[src/rtl/prim_asm_pkg.sv]
// Shared definitions for the primitive index assembler.
// Assumes at most six vertices per emitted primitive.
package prim_asm_pkg;
    localparam int PRIM_VERTS = 6;
    localparam int WIN_DEPTH  = PRIM_VERTS - 1;

    typedef enum logic [2:0] {
        TOPO_POINTS     = 3'd0,
        TOPO_LINES      = 3'd1,
        TOPO_LSTRIP     = 3'd2,
        TOPO_TRIS       = 3'd3,
        TOPO_TSTRIP     = 3'd4,
        TOPO_LINES_ADJ  = 3'd5,
        TOPO_LSTRIP_ADJ = 3'd6,
        TOPO_TRIS_ADJ   = 3'd7
    } topo_e;
endpackage

[src/rtl/prim_window.sv]
// Assembly window: holds partly collected vertices for the selected topology,
// and on each step decides whether a primitive completes and which vertices it carries.
// Assumes topo, full_adj and keep_cut stay constant within a primitive.
module prim_window
    import prim_asm_pkg::*;
#(
    parameter int IDX_W = 16
) (
    input  logic                        clk,
    input  logic                        rst_n,
    input  logic                        step,
    input  logic [2:0]                  topo,
    input  logic                        full_adj,
    input  logic                        keep_cut,
    input  logic [IDX_W-1:0]            vin,
    input  logic                        cut,
    output logic                        emit,
    output logic [PRIM_VERTS*IDX_W-1:0] prim
);
    logic [IDX_W-1:0] win_q [WIN_DEPTH];
    logic [IDX_W-1:0] win_d [WIN_DEPTH];
    logic [IDX_W-1:0] pv    [PRIM_VERTS];
    logic [2:0]       cnt_q, cnt_d;
    logic             wind_q, wind_d;
    logic             done;
    logic             feed;

    assign feed = !cut || keep_cut;
    assign emit = step && feed && done;

    // Pack the per-position vertex values into the primitive bus.
    for (genvar v = 0; v < PRIM_VERTS; v++) begin : g_pack
        assign prim[v*IDX_W +: IDX_W] = pv[v];
    end

    // Next-state and primitive selection for one incoming vertex.
    always_comb begin
        win_d  = win_q;
        cnt_d  = cnt_q;
        wind_d = wind_q;
        done   = 1'b0;
        for (int v = 0; v < PRIM_VERTS; v++) pv[v] = '0;
        if (feed) begin
            unique case (topo_e'(topo))
                TOPO_POINTS: begin
                    done  = 1'b1;
                    pv[0] = vin;
                end
                TOPO_LINES, TOPO_LSTRIP: begin
                    if (cnt_q == 3'd1) begin
                        done  = 1'b1;
                        pv[0] = win_q[0];
                        pv[1] = vin;
                        if (topo_e'(topo) == TOPO_LSTRIP) win_d[0] = vin;
                        else cnt_d = 3'd0;
                    end else begin
                        win_d[0] = vin;
                        cnt_d    = 3'd1;
                    end
                end
                TOPO_TRIS, TOPO_TSTRIP: begin
                    if (cnt_q == 3'd2) begin
                        done  = 1'b1;
                        pv[0] = win_q[0];
                        if (topo_e'(topo) == TOPO_TSTRIP) begin
                            pv[1]    = wind_q ? vin : win_q[1];
                            pv[2]    = wind_q ? win_q[1] : vin;
                            win_d[0] = win_q[1];
                            win_d[1] = vin;
                            wind_d   = !wind_q;
                        end else begin
                            pv[1] = win_q[1];
                            pv[2] = vin;
                            cnt_d = 3'd0;
                        end
                    end else begin
                        for (int i = 0; i < 2; i++) if (cnt_q == 3'(i)) win_d[i] = vin;
                        cnt_d = cnt_q + 3'd1;
                    end
                end
                TOPO_LINES_ADJ, TOPO_LSTRIP_ADJ: begin
                    if (cnt_q == 3'd3) begin
                        done = 1'b1;
                        if (full_adj) begin
                            pv[0] = win_q[0];
                            pv[1] = win_q[1];
                            pv[2] = win_q[2];
                            pv[3] = vin;
                        end else begin
                            pv[0] = win_q[1];
                            pv[1] = win_q[2];
                        end
                        if (topo_e'(topo) == TOPO_LSTRIP_ADJ) begin
                            win_d[0] = win_q[1];
                            win_d[1] = win_q[2];
                            win_d[2] = vin;
                        end else begin
                            cnt_d = 3'd0;
                        end
                    end else begin
                        for (int i = 0; i < 3; i++) if (cnt_q == 3'(i)) win_d[i] = vin;
                        cnt_d = cnt_q + 3'd1;
                    end
                end
                default: begin
                    if (cnt_q == 3'd5) begin
                        done = 1'b1;
                        if (full_adj) begin
                            for (int i = 0; i < WIN_DEPTH; i++) pv[i] = win_q[i];
                            pv[5] = vin;
                        end else begin
                            pv[0] = win_q[0];
                            pv[1] = win_q[2];
                            pv[2] = win_q[4];
                        end
                        cnt_d = 3'd0;
                    end else begin
                        for (int i = 0; i < WIN_DEPTH; i++) if (cnt_q == 3'(i)) win_d[i] = vin;
                        cnt_d = cnt_q + 3'd1;
                    end
                end
            endcase
        end
        if (cut) begin
            cnt_d  = 3'd0;
            wind_d = 1'b0;
        end
    end

    // Window, count and winding registers advance only on an accepted vertex.
    always_ff @(posedge clk) begin
        if (!rst_n) begin
            cnt_q  <= 3'd0;
            wind_q <= 1'b0;
            for (int i = 0; i < WIN_DEPTH; i++) win_q[i] <= '0;
        end else if (step) begin
            cnt_q  <= cnt_d;
            wind_q <= wind_d;
            for (int i = 0; i < WIN_DEPTH; i++) win_q[i] <= win_d[i];
        end
    end

    // A cut leaves an empty window with the winding cleared.
    p_cut_restart_r6: assert property (@(posedge clk) disable iff (!rst_n)
        step && cut |=> cnt_q == 3'd0 && !wind_q);
    // The window never holds more than the largest partial primitive.
    p_window_bound_r10: assert property (@(posedge clk) disable iff (!rst_n)
        cnt_q <= 3'd5);
    // Only the triangle strip ever sets the winding flag.
    p_wind_strip_only_r5: assert property (@(posedge clk) disable iff (!rst_n)
        step && topo_e'(topo) != TOPO_TSTRIP |=> !wind_q);
endmodule

[src/rtl/prim_batch.sv]
// Batch store: writes emitted primitives into consecutive slots, presents the batch
// when full or at stream end, and clears when the consumer takes it.
// Assumes no primitive is emitted while the batch is presented.
module prim_batch
    import prim_asm_pkg::*;
#(
    parameter int IDX_W = 16,
    parameter int SLOTS = 8,
    localparam int CW     = $clog2(SLOTS + 1),
    localparam int SLOT_W = PRIM_VERTS * IDX_W
) (
    input  logic                    clk,
    input  logic                    rst_n,
    input  logic                    emit,
    input  logic [SLOT_W-1:0]       prim,
    input  logic                    last_fire,
    input  logic                    batch_ready,
    output logic                    batch_valid,
    output logic [CW-1:0]           batch_count,
    output logic [SLOTS*SLOT_W-1:0] batch_idx
);
    logic [SLOT_W-1:0] slot_q [SLOTS];
    logic              take;

    assign take = batch_valid && batch_ready;

    // One register per slot, written when it is the next free one.
    for (genvar s = 0; s < SLOTS; s++) begin : g_slot
        always_ff @(posedge clk) begin
            if (!rst_n || take) slot_q[s] <= '0;
            else if (emit && batch_count == CW'(s)) slot_q[s] <= prim;
        end
        assign batch_idx[s*SLOT_W +: SLOT_W] = slot_q[s];
    end

    // Slot count and presentation flag.
    always_ff @(posedge clk) begin
        if (!rst_n || take) begin
            batch_count <= '0;
            batch_valid <= 1'b0;
        end else begin
            if (emit) batch_count <= batch_count + CW'(1);
            if ((emit && batch_count == CW'(SLOTS - 1)) || last_fire) batch_valid <= 1'b1;
        end
    end

    p_count_bound_r11: assert property (@(posedge clk) disable iff (!rst_n)
        batch_count <= CW'(SLOTS));
    p_hold_r11: assert property (@(posedge clk) disable iff (!rst_n)
        batch_valid && !batch_ready |=> batch_valid && $stable(batch_count) && $stable(batch_idx));
    p_no_emit_held_r11: assert property (@(posedge clk) disable iff (!rst_n)
        batch_valid |-> !emit);
    p_flush_r12: assert property (@(posedge clk) disable iff (!rst_n)
        last_fire |=> batch_valid);
endmodule

[src/rtl/prim_idx_asm.sv]
// Top of the primitive index assembler: accepts vertices under valid/ready,
// steps the assembly window and fills the batch store.
// Assumes the consumer eventually raises batch_ready.
module prim_idx_asm
    import prim_asm_pkg::*;
#(
    parameter int IDX_W = 16,
    parameter int SLOTS = 8,
    localparam int CW     = $clog2(SLOTS + 1),
    localparam int SLOT_W = PRIM_VERTS * IDX_W
) (
    input  logic                    clk,
    input  logic                    rst_n,
    input  logic [2:0]              topo,
    input  logic                    full_adj,
    input  logic                    keep_cut,
    input  logic                    in_valid,
    output logic                    in_ready,
    input  logic [IDX_W-1:0]        in_idx,
    input  logic                    in_cut,
    input  logic                    in_last,
    output logic                    batch_valid,
    input  logic                    batch_ready,
    output logic [CW-1:0]           batch_count,
    output logic [SLOTS*SLOT_W-1:0] batch_idx
);
    logic              step;
    logic              emit;
    logic [SLOT_W-1:0] prim;

    assign in_ready = !batch_valid;
    assign step     = in_valid && in_ready;

    prim_window #(.IDX_W(IDX_W)) u_win (
        .clk      (clk),
        .rst_n    (rst_n),
        .step     (step),
        .topo     (topo),
        .full_adj (full_adj),
        .keep_cut (keep_cut),
        .vin      (in_idx),
        .cut      (in_cut),
        .emit     (emit),
        .prim     (prim)
    );

    prim_batch #(.IDX_W(IDX_W), .SLOTS(SLOTS)) u_batch (
        .clk         (clk),
        .rst_n       (rst_n),
        .emit        (emit),
        .prim        (prim),
        .last_fire   (step && in_last),
        .batch_ready (batch_ready),
        .batch_valid (batch_valid),
        .batch_count (batch_count),
        .batch_idx   (batch_idx)
    );

    // A taken batch leaves an empty store on the following cycle.
    p_release_r11: assert property (@(posedge clk) disable iff (!rst_n)
        batch_valid && batch_ready |=> !batch_valid && batch_count == '0);
    // Every point-list vertex produces exactly one slot.
    p_point_fill_r2: assert property (@(posedge clk) disable iff (!rst_n)
        step && !in_cut && topo == 3'd0 |=> batch_count == $past(batch_count) + CW'(1));
endmodule

[config.mk]
export PLATFORM = sky130hd
export DESIGN_NAME = prim_idx_asm
export DESIGN_NICKNAME = d
export VERILOG_FILES = /design/src/rtl/prim_asm_pkg.sv /design/src/rtl/prim_window.sv /design/src/rtl/prim_batch.sv /design/src/rtl/prim_idx_asm.sv
export SDC_FILE = /design/constraint.sdc
export NUM_CORES = 1
export LEC_CHECK = 0
export BUFFER_PORTS_ARGS = -buffer_cell sky130_fd_sc_hd__buf_2
export CAP_MARGIN = 40
export CORE_AREA = 2 2 315 317
export DETAILED_ROUTE_END_ITERATION = 7
export DIE_AREA = 0 0 317 319
export PLACE_DENSITY = 0.61
export SLEW_MARGIN = 15
export SYNTH_ARGS = -nofsm -noshare
export SYNTH_HDL_FRONTEND = slang
export SYNTH_SLANG_ARGS = --single-unit
[constraint.sdc]
create_clock -name clk -period 12.2 [get_ports clk]
set_input_delay 2.44 -clock clk [delete_from_list [all_inputs] [get_ports clk]]
set_output_delay 2.44 -clock clk [all_outputs]
set_load 0.005 [all_outputs]
==> impl_metrics.env, run 1 <==
export IMPL_status="finished clean"
export IMPL_viasPerCell=5.27
export IMPL_drc=0
export IMPL_vias=25114
export IMPL_min_path_type="reg2reg"
export IMPL_post_cts_resized=0
export IMPL_p_per_area_nw_per_um2=156
export IMPL_fin_crit_ps=6120
export IMPL_worst_r2r_endpoint="u_batch.slot_q[5][16]"
export IMPL_power_mw=6.71
export IMPL_synth_fp_nets=2700
export IMPL_postRouteAntennaNets=0
export IMPL_cts_root_buf="clkbuf_16"
export IMPL_hold_viol_final=0
export IMPL_cts_tree="done"
export IMPL_crit_path_end_kind="flop"
export IMPL_grt_max_degree=65
export IMPL_hp_start="u_win.win_q[21]"
export IMPL_fin_skew_ps=28.3
export IMPL_async_flop_share=0
export IMPL_track_usage=0.238
export IMPL_mostFrequentLayoutCell="buf_2"
export IMPL_p_leak_nw=17.1
export IMPL_cts_reportedPaths_clkPinSlew_ps=60
export IMPL_finalWeightedCongestion=0.837
export IMPL_path_delay_family="simple AND/OR/NAND/NOR gates"
export IMPL_required_ps=12510
export IMPL_crit_type="in2reg"
export IMPL_rows=115
export IMPL_coreArea_um2=97700
export IMPL_synthToLayoutAreaGrowth_pct=24.8
export IMPL_die_y_um=319
export IMPL_maxSlewViolCount=0
export IMPL_drt_initial_drc_count=2670
export IMPL_cts_buffer_depth=3
export IMPL_rr_worst_depth=8
export IMPL_grt_pass1_vias=23906
export IMPL_setup_viol=0
export IMPL_fin_nets=3434
export IMPL_htreeDepth=3
export IMPL_yosys_warnings=0
export IMPL_yosysSeqAreaShare=0.719
export IMPL_critPathSlowestCell="a21o_4"
export IMPL_r2r_start="u_win.cnt_q[0]"
export IMPL_worstHoldEndpoint="u_win.win_q[21]"
export IMPL_grt_overflow_total=0
export IMPL_first_pass_iters=8
export IMPL_path_max_fanout=51
export IMPL_worstMarginPinSlew_ps=889
export IMPL_start_util=0.354
export IMPL_cts_sinks=857
export IMPL_slew_headroom=0.407
export IMPL_drt_total_wl_mm=125
export IMPL_fmax_mhz=164
export IMPL_hold_depth=2
export IMPL_synth_flop_cell="edfxtp_1"
export IMPL_crit_chain="buf_2 > xor2_1 > nand2_2 > o2111a_2 > nor3_1 > a21o_4 > buf_4"
export IMPL_rsz0062_at_grt="false"
export IMPL_io_buffer_count=800
export IMPL_drive_gt1_frac=0.304
export IMPL_synth_edf_count=768
export IMPL_cp_depth=7
export IMPL_r2r_slack_ps=7760
export IMPL_cap_violations=0
export IMPL_finalCritPeriodShare=0.501
export IMPL_io_pins=801
export IMPL_ys_ff_latch=857
export IMPL_crit_buf_inv=2
export IMPL_dp_hpwl_mm=83.2
export IMPL_cp_slowest_stage_delay_ps=690
export IMPL_netlist_cell_type_count=69
export IMPL_avgSynthCellArea_um2=13.0
export IMPL_netlist_area_um2=34500
export IMPL_worstSetupStartpointType="primary input"
export IMPL_cts_buffers=91
export IMPL_worstSkewPairLatency_ps=690
export IMPL_synth_cells=2663
export IMPL_ir_drop_mv=0.0944
export IMPL_die_x_um=317
export IMPL_dieArea_um2=101000
export IMPL_wl_per_cell_um=26.2
export IMPL_post_cts_buffers=0
export IMPL_layout_common_cells="buf_2 (801), edfxtp_1 (768), nor2_1 (666)"
export IMPL_cp_arrival_ps=6420
export IMPL_fin_setup_tns_ps=0
export IMPL_cts_hold_buf=0
export IMPL_grt_pass1_wl_mm=174
export IMPL_antenna_found_initial=23
kinds of logic (layout without fill, tap and decap cells):
family          after synthesis  count (layout)  synth area share
compound gates              398             398            0.0819
mux                         112             112            0.0331
simple gates               1050            1050             0.133
buf+inv                     233            1045            0.0286
fa+ha+maj                    10              10           0.00362
xor+xnor                      3               3          0.000761
flops                       857             857             0.719
other cells                   0               6                 0
layer usage:
layer | up-vias | global-route usage | share of wire
met1 | 12491 | 0.308 | 0.40
met2 | 1210 | 0.394 | 0.49
met3 | 246 | 0.0462 | 0.075
met4 | 22 | 0.0923 | 0.036
li1 | 11145 | - | -
met5 | - | 0 | 0.0011
worst reg2reg max path, stage by stage (launching register included):
cell,delay (ps)
dfxtp_1,410
ha_1,210
ha_1,170
and2_1,190
nand2_2,480
o2111a_2,450
nor3_1,610
a21o_4,690
buf_4,770
cells in the mapped netlist, types with 17 or more instances:
master | count | area share
nand3_1 | 44 | 0.0064
a21oi_1 | 93 | 0.013
mux2_2 | 17 | 0.0055
edfxtp_1 | 768 | 0.67
clkbuf_1 | 136 | 0.015
and3_1 | 133 | 0.024
nand2_1 | 127 | 0.014
a21boi_0 | 17 | 0.0037
nor2b_1 | 38 | 0.0069
dfxtp_1 | 89 | 0.052
o21ai_0 | 59 | 0.0085
mux2i_1 | 95 | 0.028
o211a_1 | 17 | 0.0049
a21o_1 | 55 | 0.012
o22ai_1 | 18 | 0.0033
nor2_1 | 667 | 0.072
buf_2 | 59 | 0.0085
worst max path at each step:
stage / start / to / slack [ps]
2_1_floorplan: topo[0] / u_batch.slot_q[4][0] / 6130
3_3_place_gp: topo[1] / u_batch.slot_q[4][76] / 5510
3_5_place_dp: topo[1] / u_batch.slot_q[6][89] / 5460
4_1_cts: topo[1] / u_batch.slot_q[6][34] / 6180
5_1_grt: topo[1] / u_batch.slot_q[5][16] / 5770
6_report: topo[1] / u_batch.slot_q[5][16] / 6080
sequential cells by signal, indices dropped and copies added, names as in the netlist:
signal,cells
u_win.cnt_q,3
u_batch.slot_q,768
u_win.wind_q,1
u_batch.batch_valid,1
u_win.win_q,80
u_batch.batch_count,4
through the flow:
stage | cells | hold WS (ps) | setup slack (ps) | utilization | instance area, µm²
2_1_floorplan | 2663 | 444 | 6130 | - | 34500
3_3_place_gp | 4571 | 453 | 5510 | 0.407 | 39700
3_5_place_dp | 4588 | 458 | 5460 | 0.409 | 40000
4_1_cts | 4759 | 466 | 6180 | 0.440 | 43000
5_1_grt | 4763 | 480 | 5770 | 0.441 | 43100
6_report | 4768 | 465 | 6080 | 0.441 | 43100
layout make-up:
type                            count  area [µm²]
Sequential cell                   857       24800
Tap cell                         1287        1610
Fill cell                        9027       54600
Clock buffer                      111        2400
Antenna cell                        6        15.0
Clock inverter                     60         623
Inverter                           11        41.3
Multi-Input combinational cell   1573        8900
Timing Repair Buffer              863        4670
power breakdown:
part | switching (mW) | total (mW) | internal (mW)
logic | 0.321 | 0.480 | 0.159
clock network | 1.22 | 2.84 | 1.63
registers | 0.0545 | 3.39 | 3.33
total | 1.59 | 6.71 | 5.12
Note: power is estimated with default switching activity, not from simulation.
==> inputs of run 2 (changes only) <==
==> constraint.sdc (replaced) <==
create_clock -name clk -period 5.7 [get_ports clk]
set_input_delay 1.14 -clock clk [delete_from_list [all_inputs] [get_ports clk]]
set_output_delay 1.14 -clock clk [all_outputs]
set_load 0.005 [all_outputs]
==> impl_metrics.env, run 2 (synthesis gave the netlist of run 1 again) <==
export IMPL_status="finished clean"
export IMPL_grt_overflow_total=0
export IMPL_worstSetupStartpointType="flop"
export IMPL_cp_slowest_stage_delay_ps=660
export IMPL_crit_path_end_kind="flop"
export IMPL_dp_hpwl_mm=82.3
export IMPL_cts_sinks=857
export IMPL_crit_type="reg2reg"
export IMPL_path_max_fanout=25
export IMPL_reg_top3="u_batch.slot_q (768), u_win.win_q (80), u_batch.batch_count (4)"
export IMPL_io_buffer_count=800
export IMPL_htreeDepth=3
export IMPL_fin_setup_tns_ps=0
export IMPL_min_path_type="reg2reg"
export IMPL_mostFrequentLayoutCell="buf_2"
export IMPL_postRouteAntennaNets=0
export IMPL_cap_violations=0
export IMPL_p_leak_nw=17.1
export IMPL_crit_top_cell="buf_4"
export IMPL_drive_gt1_frac=0.306
export IMPL_rows=115
export IMPL_num_fill_cells=8939
export IMPL_cp_arrival_ps=4110
export IMPL_crit_chain="ha_1 > nor2b_2 > buf_4 > a21oi_2 > o2111a_2 > nor3_1 > a21o_4 > buf_4"
export IMPL_post_cts_buffers=0
export IMPL_maxSlewViolCount=0
export IMPL_stdcell_count=4781
export IMPL_wl_per_cell_um=26.2
export IMPL_coreArea_um2=97700
export IMPL_place_inst=4596
export IMPL_worstMarginPinSlew_ps=875
export IMPL_viasPerCell=5.29
export IMPL_p_per_area_nw_per_um2=332
export IMPL_start_util=0.354
export IMPL_ir_drop_mv=0.221
export IMPL_worstSkewPairLatency_ps=690
export IMPL_dp_slack_ps=1330
export IMPL_grt_pass1_wl_mm=175
export IMPL_finalCritPeriodShare=0.663
export IMPL_layout_common_cells="buf_2 (801), edfxtp_1 (768), nor2_1 (666)"
export IMPL_setup_viol=0
export IMPL_track_usage=0.239
export IMPL_top_register="u_batch.slot_q"
export IMPL_drc=0
export IMPL_dieArea_um2=101000
export IMPL_fmax_mhz=265
export IMPL_vias=25282
export IMPL_fin_skew_ps=22.9
export IMPL_post_dp_cell_area_um2=40100
export IMPL_drt_initial_drc_count=2593
export IMPL_critPathSlowestCell="nor3_1"
export IMPL_antenna_found_initial=13
export IMPL_die_x_um=317
export IMPL_cts_tree="done"
export IMPL_final_cell_area_um2=43200
export IMPL_cts_reportedPaths_clkPinSlew_ps=60
export IMPL_io_pins=801
export IMPL_grt_max_degree=97
export IMPL_slew_headroom=0.417
export IMPL_fin_ws_ps=1920
export IMPL_holdWs_ps=465
export IMPL_rsz0062_at_grt="false"
export IMPL_fin_crit_ps=3780
export IMPL_cts_root_buf="clkbuf_16"
export IMPL_hold_viol_final=0
export IMPL_fin_nets=3444
export IMPL_finalWeightedCongestion=0.839
export IMPL_grt_pass1_vias=24127
export IMPL_post_cts_resized=0
export IMPL_required_ps=6030
export IMPL_cts_buffers=94
export IMPL_cts_hold_buf=0
export IMPL_die_y_um=319
export IMPL_drt_total_wl_mm=125
export IMPL_first_pass_iters=8
export IMPL_largest_reg_flops=768
export IMPL_synthToLayoutAreaGrowth_pct=25.1
export IMPL_cts_buffer_depth=3
run 2: where the power goes:
group	total, mW	switching (mW)	internal (mW)
Clock	6.06	2.62	3.44
Sequential	7.25	0.111	7.13
Combinational	1.05	0.702	0.347
Total	14.4	3.43	10.9
run 2: final cells by class:
type                       count  area [µm²]  share of cell area
tap                         1287        1610              0.0372
inverter                      11        41.3            0.000955
timing repair buffer         870        4780               0.111
multi-input combinational   1573        8900               0.206
sequential                   857       24800               0.575
antenna                        8        20.0            0.000463
clock inverter                59         554              0.0128
clock buffer                 116        2490              0.0575
run 2: final timing paths:
path	start	to	slack, ps	cells past startpoint
min	u_win.win_q[19]	u_win.win_q[19]	460	2
max	u_win.cnt_q[0]	u_batch.slot_q[5][83]	1920	8
min reg2reg	u_win.win_q[19]	u_win.win_q[19]	460	2
max reg2reg	u_win.cnt_q[0]	u_batch.slot_q[5][83]	1920	8
run 2: metal layers:
| metal | GRT usage | share of wire | vias to the layer above |
|---|---|---|---|
| met1 | 0.311 | 0.40 | 12642 |
| met2 | 0.391 | 0.48 | 1260 |
| met5 | 0 | 0.00046 | - |
| li1 | - | - | 11147 |
| met4 | 0.0913 | 0.036 | 10 |
| met3 | 0.0496 | 0.078 | 223 |
run 2: worst max-delay path: cells and delay by family (launching register included):
kind	cells	cell delay [ps]
simple gates	2	850
fa+ha+maj	1	360
compound gates	3	990
buf+inv	2	780
flops	1	410
run 2: through the flow:
step	utilization	total power [mW]
floorplan	-	7.82
global placement	0.409	8.41
detailed placement	0.411	8.43
CTS	0.442	14.5
global route	0.442	14.8
finish	0.443	14.4
